===== src/rtl/sramt_pkg.sv =====
package sramt_pkg;

  localparam int DW      = 4;
  localparam int TBL_LEN = 13;

  typedef enum logic [1:0] {
    ACC_WR  = 2'd0,
    ACC_RD  = 2'd1,
    ACC_DSL = 2'd2
  } acc_e;

  typedef enum logic [1:0] {
    PH_SETUP = 2'd0,
    PH_DATA  = 2'd1,
    PH_HOLD  = 2'd2
  } ph_e;

  // data words for the first write/read pass
  function automatic logic [DW-1:0] ramp_word(input int i);
    case (i % TBL_LEN)
      0:  return 4'h0;
      1:  return 4'h1;
      2:  return 4'h3;
      3:  return 4'h7;
      4:  return 4'hF;
      5:  return 4'hE;
      6:  return 4'hC;
      7:  return 4'h8;
      8:  return 4'hA;
      9:  return 4'h2;
      10: return 4'h6;
      11: return 4'h2;
      default: return 4'h6;
    endcase
  endfunction

  // data words for the second write/read pass
  function automatic logic [DW-1:0] walk_word(input int i);
    case (i % TBL_LEN)
      0:  return 4'hF;
      1:  return 4'hE;
      2:  return 4'hC;
      3:  return 4'h8;
      4:  return 4'h0;
      5:  return 4'h1;
      6:  return 4'h3;
      7:  return 4'h7;
      8:  return 4'h5;
      9:  return 4'hD;
      10: return 4'h9;
      11: return 4'hD;
      default: return 4'h9;
    endcase
  endfunction

endpackage


===== src/rtl/sramt_step_decode.sv =====
module sramt_step_decode
  import sramt_pkg::*;
#(
  parameter int AW = 12,
  parameter int SW = 8
) (
  input  logic [SW-1:0] step,
  output acc_e          kind,
  output logic [AW-1:0] addr,
  output logic [DW-1:0] wdata,
  output logic [DW-1:0] expv,
  output logic [DW-1:0] mask
);

  localparam int NADDR      = AW + 1;
  localparam int BIT_STEPS  = 4 * DW;
  localparam int PASS_STEPS = 2 * NADDR;
  localparam int MAIN_END   = BIT_STEPS + 2 * PASS_STEPS;

  always_comb begin
    int          s;
    int          rel;
    int          idx;
    logic        rd;
    logic [AW:0] onehot;
    logic [DW-1:0] bitm;
    s      = int'(step);
    rel    = 0;
    idx    = 0;
    rd     = 1'b0;
    onehot = '0;
    bitm   = '0;
    kind   = ACC_WR;
    addr   = '0;
    wdata  = '0;
    expv   = '0;
    mask   = '1;
    if (s < BIT_STEPS) begin
      // single-bit tests at address zero
      bitm  = DW'(1) << (s / 4);
      mask  = bitm;
      wdata = ((s % 4) >= 2) ? bitm : '0;
      expv  = wdata;
      kind  = ((s % 2) == 1) ? ACC_RD : ACC_WR;
    end else if (s < MAIN_END) begin
      rel    = (s - BIT_STEPS) % PASS_STEPS;
      rd     = (rel >= NADDR);
      idx    = rd ? rel - NADDR : rel;
      onehot = (AW+1)'(1) << idx;
      addr   = AW'(onehot - 1'b1);
      wdata  = ((s - BIT_STEPS) < PASS_STEPS) ? ramp_word(idx) : walk_word(idx);
      expv   = wdata;
      kind   = rd ? ACC_RD : ACC_WR;
    end else if (s == MAIN_END) begin
      kind  = ACC_WR;
    end else begin
      kind  = ACC_DSL;
      expv  = '1;
    end
  end

endmodule


===== src/rtl/sramt_timer.sv =====
module sramt_timer
  import sramt_pkg::*;
#(
  parameter int CYCLE_CLKS = 200,
  parameter int NSTEP      = 70,
  parameter int SW         = 8,
  parameter int CW         = 8
) (
  input  logic          clk,
  input  logic          rst,
  input  logic          go,
  output logic          busy_q,
  output logic [SW-1:0] step_q,
  output ph_e           phase_q,
  output logic [CW-1:0] cnt_q,
  output logic          last_clk,
  output logic          fin_q,
  output logic          busy_d,
  output logic [SW-1:0] step_d,
  output ph_e           phase_d
);

  logic [CW-1:0] cnt_d;
  logic          fin_d;

  assign last_clk = busy_q && (cnt_q == CW'(CYCLE_CLKS - 1));

  always_comb begin
    busy_d  = busy_q;
    step_d  = step_q;
    phase_d = phase_q;
    cnt_d   = cnt_q;
    fin_d   = 1'b0;
    if (!busy_q) begin
      if (go) begin
        busy_d  = 1'b1;
        step_d  = '0;
        phase_d = PH_SETUP;
        cnt_d   = '0;
      end
    end else if (last_clk) begin
      cnt_d = '0;
      if (phase_q == PH_HOLD) begin
        phase_d = PH_SETUP;
        if (step_q == SW'(NSTEP - 1)) begin
          busy_d = 1'b0;
          fin_d  = 1'b1;
        end else begin
          step_d = step_q + 1'b1;
        end
      end else begin
        phase_d = (phase_q == PH_SETUP) ? PH_DATA : PH_HOLD;
      end
    end else begin
      cnt_d = cnt_q + 1'b1;
    end
  end

  always_ff @(posedge clk) begin
    if (rst) begin
      busy_q  <= 1'b0;
      step_q  <= '0;
      phase_q <= PH_SETUP;
      cnt_q   <= '0;
      fin_q   <= 1'b0;
    end else begin
      busy_q  <= busy_d;
      step_q  <= step_d;
      phase_q <= phase_d;
      cnt_q   <= cnt_d;
      fin_q   <= fin_d;
    end
  end

endmodule


===== src/rtl/sramt_compare.sv =====
module sramt_compare
  import sramt_pkg::*;
#(
  parameter int AW = 12,
  parameter int SW = 8
) (
  input  logic          clk,
  input  logic          rst,
  input  logic          clear,
  input  logic          strobe,
  input  acc_e          kind,
  input  logic [SW-1:0] step,
  input  logic [AW-1:0] addr,
  input  logic [DW-1:0] expv,
  input  logic [DW-1:0] mask,
  input  logic [DW-1:0] dq_in,
  output logic          pass_q,
  output logic [SW-1:0] fstep_q,
  output logic [AW-1:0] faddr_q,
  output logic [DW-1:0] fexp_q,
  output logic [DW-1:0] fgot_q
);

  logic seen_q;
  logic mism;

  assign mism = (kind != ACC_WR) && (((dq_in ^ expv) & mask) != '0);

  always_ff @(posedge clk) begin
    if (rst) begin
      pass_q  <= 1'b0;
      seen_q  <= 1'b0;
      fstep_q <= '0;
      faddr_q <= '0;
      fexp_q  <= '0;
      fgot_q  <= '0;
    end else if (clear) begin
      pass_q  <= 1'b1;
      seen_q  <= 1'b0;
      fstep_q <= '0;
      faddr_q <= '0;
      fexp_q  <= '0;
      fgot_q  <= '0;
    end else if (strobe && mism && !seen_q) begin
      pass_q  <= 1'b0;
      seen_q  <= 1'b1;
      fstep_q <= step;
      faddr_q <= addr;
      fexp_q  <= expv;
      fgot_q  <= dq_in;
    end
  end

endmodule


===== src/rtl/sram_pattern_tester.sv =====
module sram_pattern_tester
  import sramt_pkg::*;
#(
  parameter int AW          = 12,
  parameter int CYCLE_CLKS  = 200,
  parameter int STROBE_CLKS = 180,
  parameter int STEP_W      = 8
) (
  input  logic              clk,
  input  logic              rst,
  input  logic              start,
  output logic              busy,
  output logic              done,
  output logic              pass,
  output logic [STEP_W-1:0] fail_step,
  output logic [AW-1:0]     fail_addr,
  output logic [3:0]        fail_exp,
  output logic [3:0]        fail_got,
  output logic [AW-1:0]     mem_addr,
  output logic              mem_cs_n,
  output logic              mem_we_n,
  output logic [3:0]        mem_dq_out,
  output logic              mem_dq_oe,
  input  logic [3:0]        mem_dq_in
);

  localparam int NADDR = AW + 1;
  localparam int NSTEP = 4 * DW + 4 * NADDR + 2;
  localparam int CW    = (CYCLE_CLKS > 2) ? $clog2(CYCLE_CLKS) : 1;

  logic              busy_q, busy_d, last_clk, fin_q;
  logic [STEP_W-1:0] step_q, step_d;
  ph_e               phase_q, phase_d;
  logic [CW-1:0]     cnt_q;

  acc_e              d_kind;
  logic [AW-1:0]     d_addr;
  logic [DW-1:0]     d_wdata, d_expv, d_mask;

  acc_e              kind_q;
  logic [DW-1:0]     expv_q, mask_q;
  logic [AW-1:0]     addr_q;
  logic              cs_n_q, we_n_q, oe_q;
  logic [DW-1:0]     dout_q;
  logic              strobe;

  sramt_timer #(
    .CYCLE_CLKS(CYCLE_CLKS), .NSTEP(NSTEP), .SW(STEP_W), .CW(CW)
  ) u_timer (
    .clk(clk), .rst(rst), .go(start),
    .busy_q(busy_q), .step_q(step_q), .phase_q(phase_q), .cnt_q(cnt_q),
    .last_clk(last_clk), .fin_q(fin_q),
    .busy_d(busy_d), .step_d(step_d), .phase_d(phase_d)
  );

  // decode the step that the outputs will present next
  sramt_step_decode #(.AW(AW), .SW(STEP_W)) u_decode (
    .step(step_d), .kind(d_kind), .addr(d_addr),
    .wdata(d_wdata), .expv(d_expv), .mask(d_mask)
  );

  always_ff @(posedge clk) begin
    if (rst) begin
      addr_q <= '0;
      cs_n_q <= 1'b1;
      we_n_q <= 1'b1;
      oe_q   <= 1'b0;
      dout_q <= '0;
      kind_q <= ACC_WR;
      expv_q <= '0;
      mask_q <= '0;
    end else if (busy_d) begin
      addr_q <= d_addr;
      kind_q <= d_kind;
      expv_q <= d_expv;
      mask_q <= d_mask;
      cs_n_q <= 1'b1;
      we_n_q <= 1'b1;
      oe_q   <= 1'b0;
      dout_q <= '0;
      if (phase_d == PH_DATA) begin
        case (d_kind)
          ACC_WR: begin
            cs_n_q <= 1'b0;
            we_n_q <= 1'b0;
            oe_q   <= 1'b1;
            dout_q <= d_wdata;
          end
          ACC_RD: cs_n_q <= 1'b0;
          default: ;
        endcase
      end
    end else begin
      addr_q <= '0;
      cs_n_q <= 1'b1;
      we_n_q <= 1'b1;
      oe_q   <= 1'b0;
      dout_q <= '0;
    end
  end

  assign strobe = busy_q && (phase_q == PH_DATA) && (cnt_q == CW'(STROBE_CLKS - 1));

  sramt_compare #(.AW(AW), .SW(STEP_W)) u_compare (
    .clk(clk), .rst(rst), .clear(start && !busy_q), .strobe(strobe),
    .kind(kind_q), .step(step_q), .addr(addr_q), .expv(expv_q), .mask(mask_q),
    .dq_in(mem_dq_in),
    .pass_q(pass), .fstep_q(fail_step), .faddr_q(fail_addr),
    .fexp_q(fail_exp), .fgot_q(fail_got)
  );

  assign busy       = busy_q;
  assign done       = fin_q;
  assign mem_addr   = addr_q;
  assign mem_cs_n   = cs_n_q;
  assign mem_we_n   = we_n_q;
  assign mem_dq_oe  = oe_q;
  assign mem_dq_out = dout_q;

endmodule


===== config.mk =====
export PLATFORM = sky130hd
export DESIGN_NAME = sram_pattern_tester
export DESIGN_NICKNAME = d
export VERILOG_FILES = /design/src/rtl/sramt_pkg.sv /design/src/rtl/sramt_step_decode.sv /design/src/rtl/sramt_timer.sv /design/src/rtl/sramt_compare.sv /design/src/rtl/sram_pattern_tester.sv
export SDC_FILE = /design/constraint.sdc
export NUM_CORES = 1
export LEC_CHECK = 0
export BUFFER_PORTS_ARGS = -buffer_cell sky130_fd_sc_hd__buf_4
export CAP_MARGIN = 0
export CELL_PAD_IN_SITES_DETAIL_PLACEMENT = 0
export CELL_PAD_IN_SITES_GLOBAL_PLACEMENT = 1
export CORE_ASPECT_RATIO = 1.1
export CORE_MARGIN = 1.5
export CORE_UTILIZATION = 42
export CTS_BUF_LIST = sky130_fd_sc_hd__clkbuf_4 sky130_fd_sc_hd__clkbuf_8
export CTS_CLUSTER_SIZE = 20
export DETAILED_ROUTE_END_ITERATION = 8
export PLACE_DENSITY = 0.87
export SETUP_SLACK_MARGIN = 0.2
export SLEW_MARGIN = 20
export SYNTH_ARGS = -nofsm -noshare
export SYNTH_HDL_FRONTEND = slang
export SYNTH_SLANG_ARGS = --single-unit
export TNS_END_PERCENT = 5

===== constraint.sdc =====
create_clock -name clk -period 10.7 [get_ports clk]
set_input_delay 1.07 -clock clk [delete_from_list [all_inputs] [get_ports clk]]
set_output_delay 1.07 -clock clk [all_outputs]
set_load 0.01 [all_outputs]

==> impl_metrics.toml <==
[setup_path]
reg2reg_slack_ps = 640
start_kind = "register"
reg2reg_from = "u_timer.busy_q"
crit_arrival_ps = 10310
reg2reg_to = "mem_dq_out[2]"
required_ps = 10950
crit_top_cell = "ha_1"
critPathCapture = "mem_dq_out[2]"
crit_fanout = 18
crit_start = "u_timer.busy_q"
cp-end-kind = "register"
rr_worst_depth = 45
max_stage_delay_ps = 590
worstSetupPathType = "reg -> reg"
cp_slowest_cell = "or4_1"

[placement]
place.gp.congestion = 0.937
io_buffers = 56
dp_hpwl_mm = 15.0
post-place-ws_ps = 50.3

[cells_and_area]
multi_input_area_um2 = 4970
nNetsFinal = 947
antenna_cells = 0
num-fill-cells = 1446
register_area_um2 = 1580
final_common_cell = "nor2_1"
drive_above_1_share_pct = 25.8
final_cell_mix = "121 x nor2_1, 120 x buf_4, 78 x dfxtp_1, 59 x nand2_1"
syn2layout_area_growth_pct = 21.8

[floorplan]
core_area_um2 = 15100
die_w_um = 122
die_area_um2 = 16300
io_pins = 57
chipHeight_um = 134
num_rows = 47
start_util_pct = 43.2

[timing]
setup_viol = 0
slew_viol_final = 0
hold_viol = 0
final.setup.worst_slack_ps = 644
relSlewSlack_pct = 33.2
rsz0062_at_grt = "false"
fmax_mhz = 99.4
post-route-min-period_ps = 10060
max_slew.worst_pin.slew_ps = 996
fin_skew_ps = 9.05
finalSetupTns_ps = 0
min_period_over_period_pct = 94.0

[global_route]
met2_usage_pct = 39.6
grt_pass1_wl_mm = 32.7
grtUsageMet1_pct = 33.7
grt-busiest-layer = "met2"
track_usage_pct = 24.4
grt_pass1_vias = 6425
met3_usage_pct = 2.31
antenna_found_initial = 0
grt_max_degree = 34
grt.overflow.total = 0

[yosys]
synth-edff-count = 0
syn-cell-area_um2 = 6530
netlist_instances = 835
synth_nets = 859
yosysSeqAreaShare_pct = 24.2
yosysWarnings = 0
synth.distinct_cells = 108
async_flop_share_pct = 0
synth_area_per_cell_um2 = 7.82
synth_ff_type = "dfxtp_1"
synth_seq_cells = 79

[detailed_routing]
routed_wl_mm = 19.8
firstDrtPassIters = 5
vias = 6883
ant_nets = 0
drc = 0
drt-initial-drc-count = 753
wl_per_cell_um = 17.6
vias_per_cell = 6.12

[cts]
clkLatencyLatePin_ps = 350
cts_tree = "yes"
clk_pin_slew_ps = 90
numClockSinks = 79
cts_buffers = 9
cts.root.buffer_cell = "clkbuf_8"
clk_path_buf_depth = 2
cts-htree-levels = 3

[pwr]
p_leak_nw = 3.04
p_per_area_nw_per_um2 = 67.3
peakVddDrop_uv = 67.3

[hold_path]
holdCritPathClass = "reg -> reg"

[outcome]
status = "finished clean"

[job]
maxCapViolCount = 0
## report_power, final
group	leakage (nW)	switching [mW]	internal (mW)
Sequential	0.639	0.00222	0.297
Clock	0.0899	0.117	0.0934
Combinational	2.31	0.0172	0.00881
## cells by family after synthesis
group / share of synthesized area (%)
AND/OR/NAND/NOR: 29.4
adder cells (fa/ha/maj): 3.41
buffers and inverters: 3.81
XOR/XNOR: 3.62
AO/OA/AOI/OAI: 27.7
multiplexers: 7.86
flip-flops: 24.2
## timing repair
| item | CTS | global route |
|---|---|---|
| hold buffers | 0 | 0 |
| gates cloned | 0 | 0 |
| pin swaps | 0 | 13 |
| setup endpoints to repair | 6 | 8 |
| hold endpoints to repair | 0 | 0 |
| gates resized for setup | 2 | 46 |
| setup buffers | 0 | 18 |
## how the worst min path moves through the flow
stage,from,to,slack (ps),cells after the start
4_1_cts,u_compare.seen_q,u_compare.seen_q,490,2
3_5_place_dp,u_compare.seen_q,u_compare.seen_q,470,2
2_1_floorplan,u_compare.seen_q,u_compare.seen_q,440,2
6_report,u_compare.pass_q,u_compare.pass_q,490,2
3_3_place_gp,u_compare.seen_q,u_compare.seen_q,460,2
5_1_grt,u_compare.pass_q,u_compare.pass_q,510,2
## per-layer routing
layer  vias to the layer above  share of wire (%)
met5                         -                  0
met4                         0                2.5
met2                       246                 47
met1                      3248                 46
li1                       3340                  -
met3                        49                5.0
## through the flow
stage	hold WS [ps]	instances	power (mW)	utilization, %	cell area [um2]
floorplan	442	835	0.321	-	6560
global placement	459	1090	0.331	48.9	7390
detailed placement	475	1090	0.331	48.9	7390
CTS	495	1106	0.538	50.3	7600
global route	514	1124	0.558	52.6	7950
finish	490	1124	0.535	52.6	7950
## layout make-up
type	instances	area share (%)
Clock buffer	10	1.73
Clock inverter	6	0.630
Inverter	16	0.771
Multi-Input combinational cell	697	62.5
Sequential cell	79	19.9
Tap cell	196	3.08
Timing Repair Buffer	120	11.3
## registers in the layout, indices dropped and copies added (netlist names), 2 cells and up
signal / flops
u_timer.step_q: 8
u_timer.cnt_q: 8
mask_q: 4
u_compare.fstep_q: 8
mem_dq_out: 4
u_timer.phase_q: 2
u_compare.faddr_q: 12
mem_addr: 12
expv_q: 4
u_compare.fgot_q: 4
kind_q: 2
u_compare.fexp_q: 4
## critical path, delay by kind of cell, from the launching register on
kind | cells | cell delay [ps]
compound gates | 16 | 3220
flops | 1 | 390
xor+xnor | 2 | 270
simple gates | 16 | 3930
buf+inv | 6 | 1020
fa+ha+maj | 5 | 1100
## Yosys cell counts, drive strengths merged, types with 5 or more instances
| cell | number | area [um2] |
|---|---|---|
| and3 | 11 | 73.8 |
| ha | 17 | 213 |
| or2 | 8 | 50.1 |
| o2111ai | 6 | 52.6 |
| a21boi | 7 | 67.6 |
| nand4b | 5 | 43.8 |
| dfxtp | 79 | 1580 |
| nor3b | 5 | 37.5 |
| and2 | 9 | 56.3 |
| nand2 | 64 | 253 |
| o21ai | 32 | 160 |
| a22oi | 6 | 50.1 |
| nand3 | 37 | 195 |
| a41o | 5 | 50.1 |
| o31ai | 5 | 37.5 |
| nor3 | 37 | 190 |
| nand4 | 12 | 75.1 |
| a211o | 6 | 52.6 |
| nand2b | 11 | 68.8 |
| buf | 15 | 82.6 |
| o211a | 10 | 100 |
| xnor2 | 18 | 158 |
| or4 | 6 | 52.6 |
| mux2i | 43 | 430 |
| inv | 15 | 56.3 |
| a211oi | 16 | 125 |
| a31oi | 11 | 75.1 |
| a21oi | 43 | 215 |
| o211ai | 11 | 103 |
| mux2 | 7 | 82.6 |
| o21a | 5 | 37.5 |
| nor4 | 9 | 62.6 |
| xor2 | 9 | 78.8 |
| a311oi | 10 | 100 |
| a31o | 8 | 78.8 |
| or3 | 15 | 109 |
| nor2 | 125 | 472 |
| o22ai | 6 | 43.8 |
| clkbuf | 28 | 106 |
(Power assumes the default switching activity.)
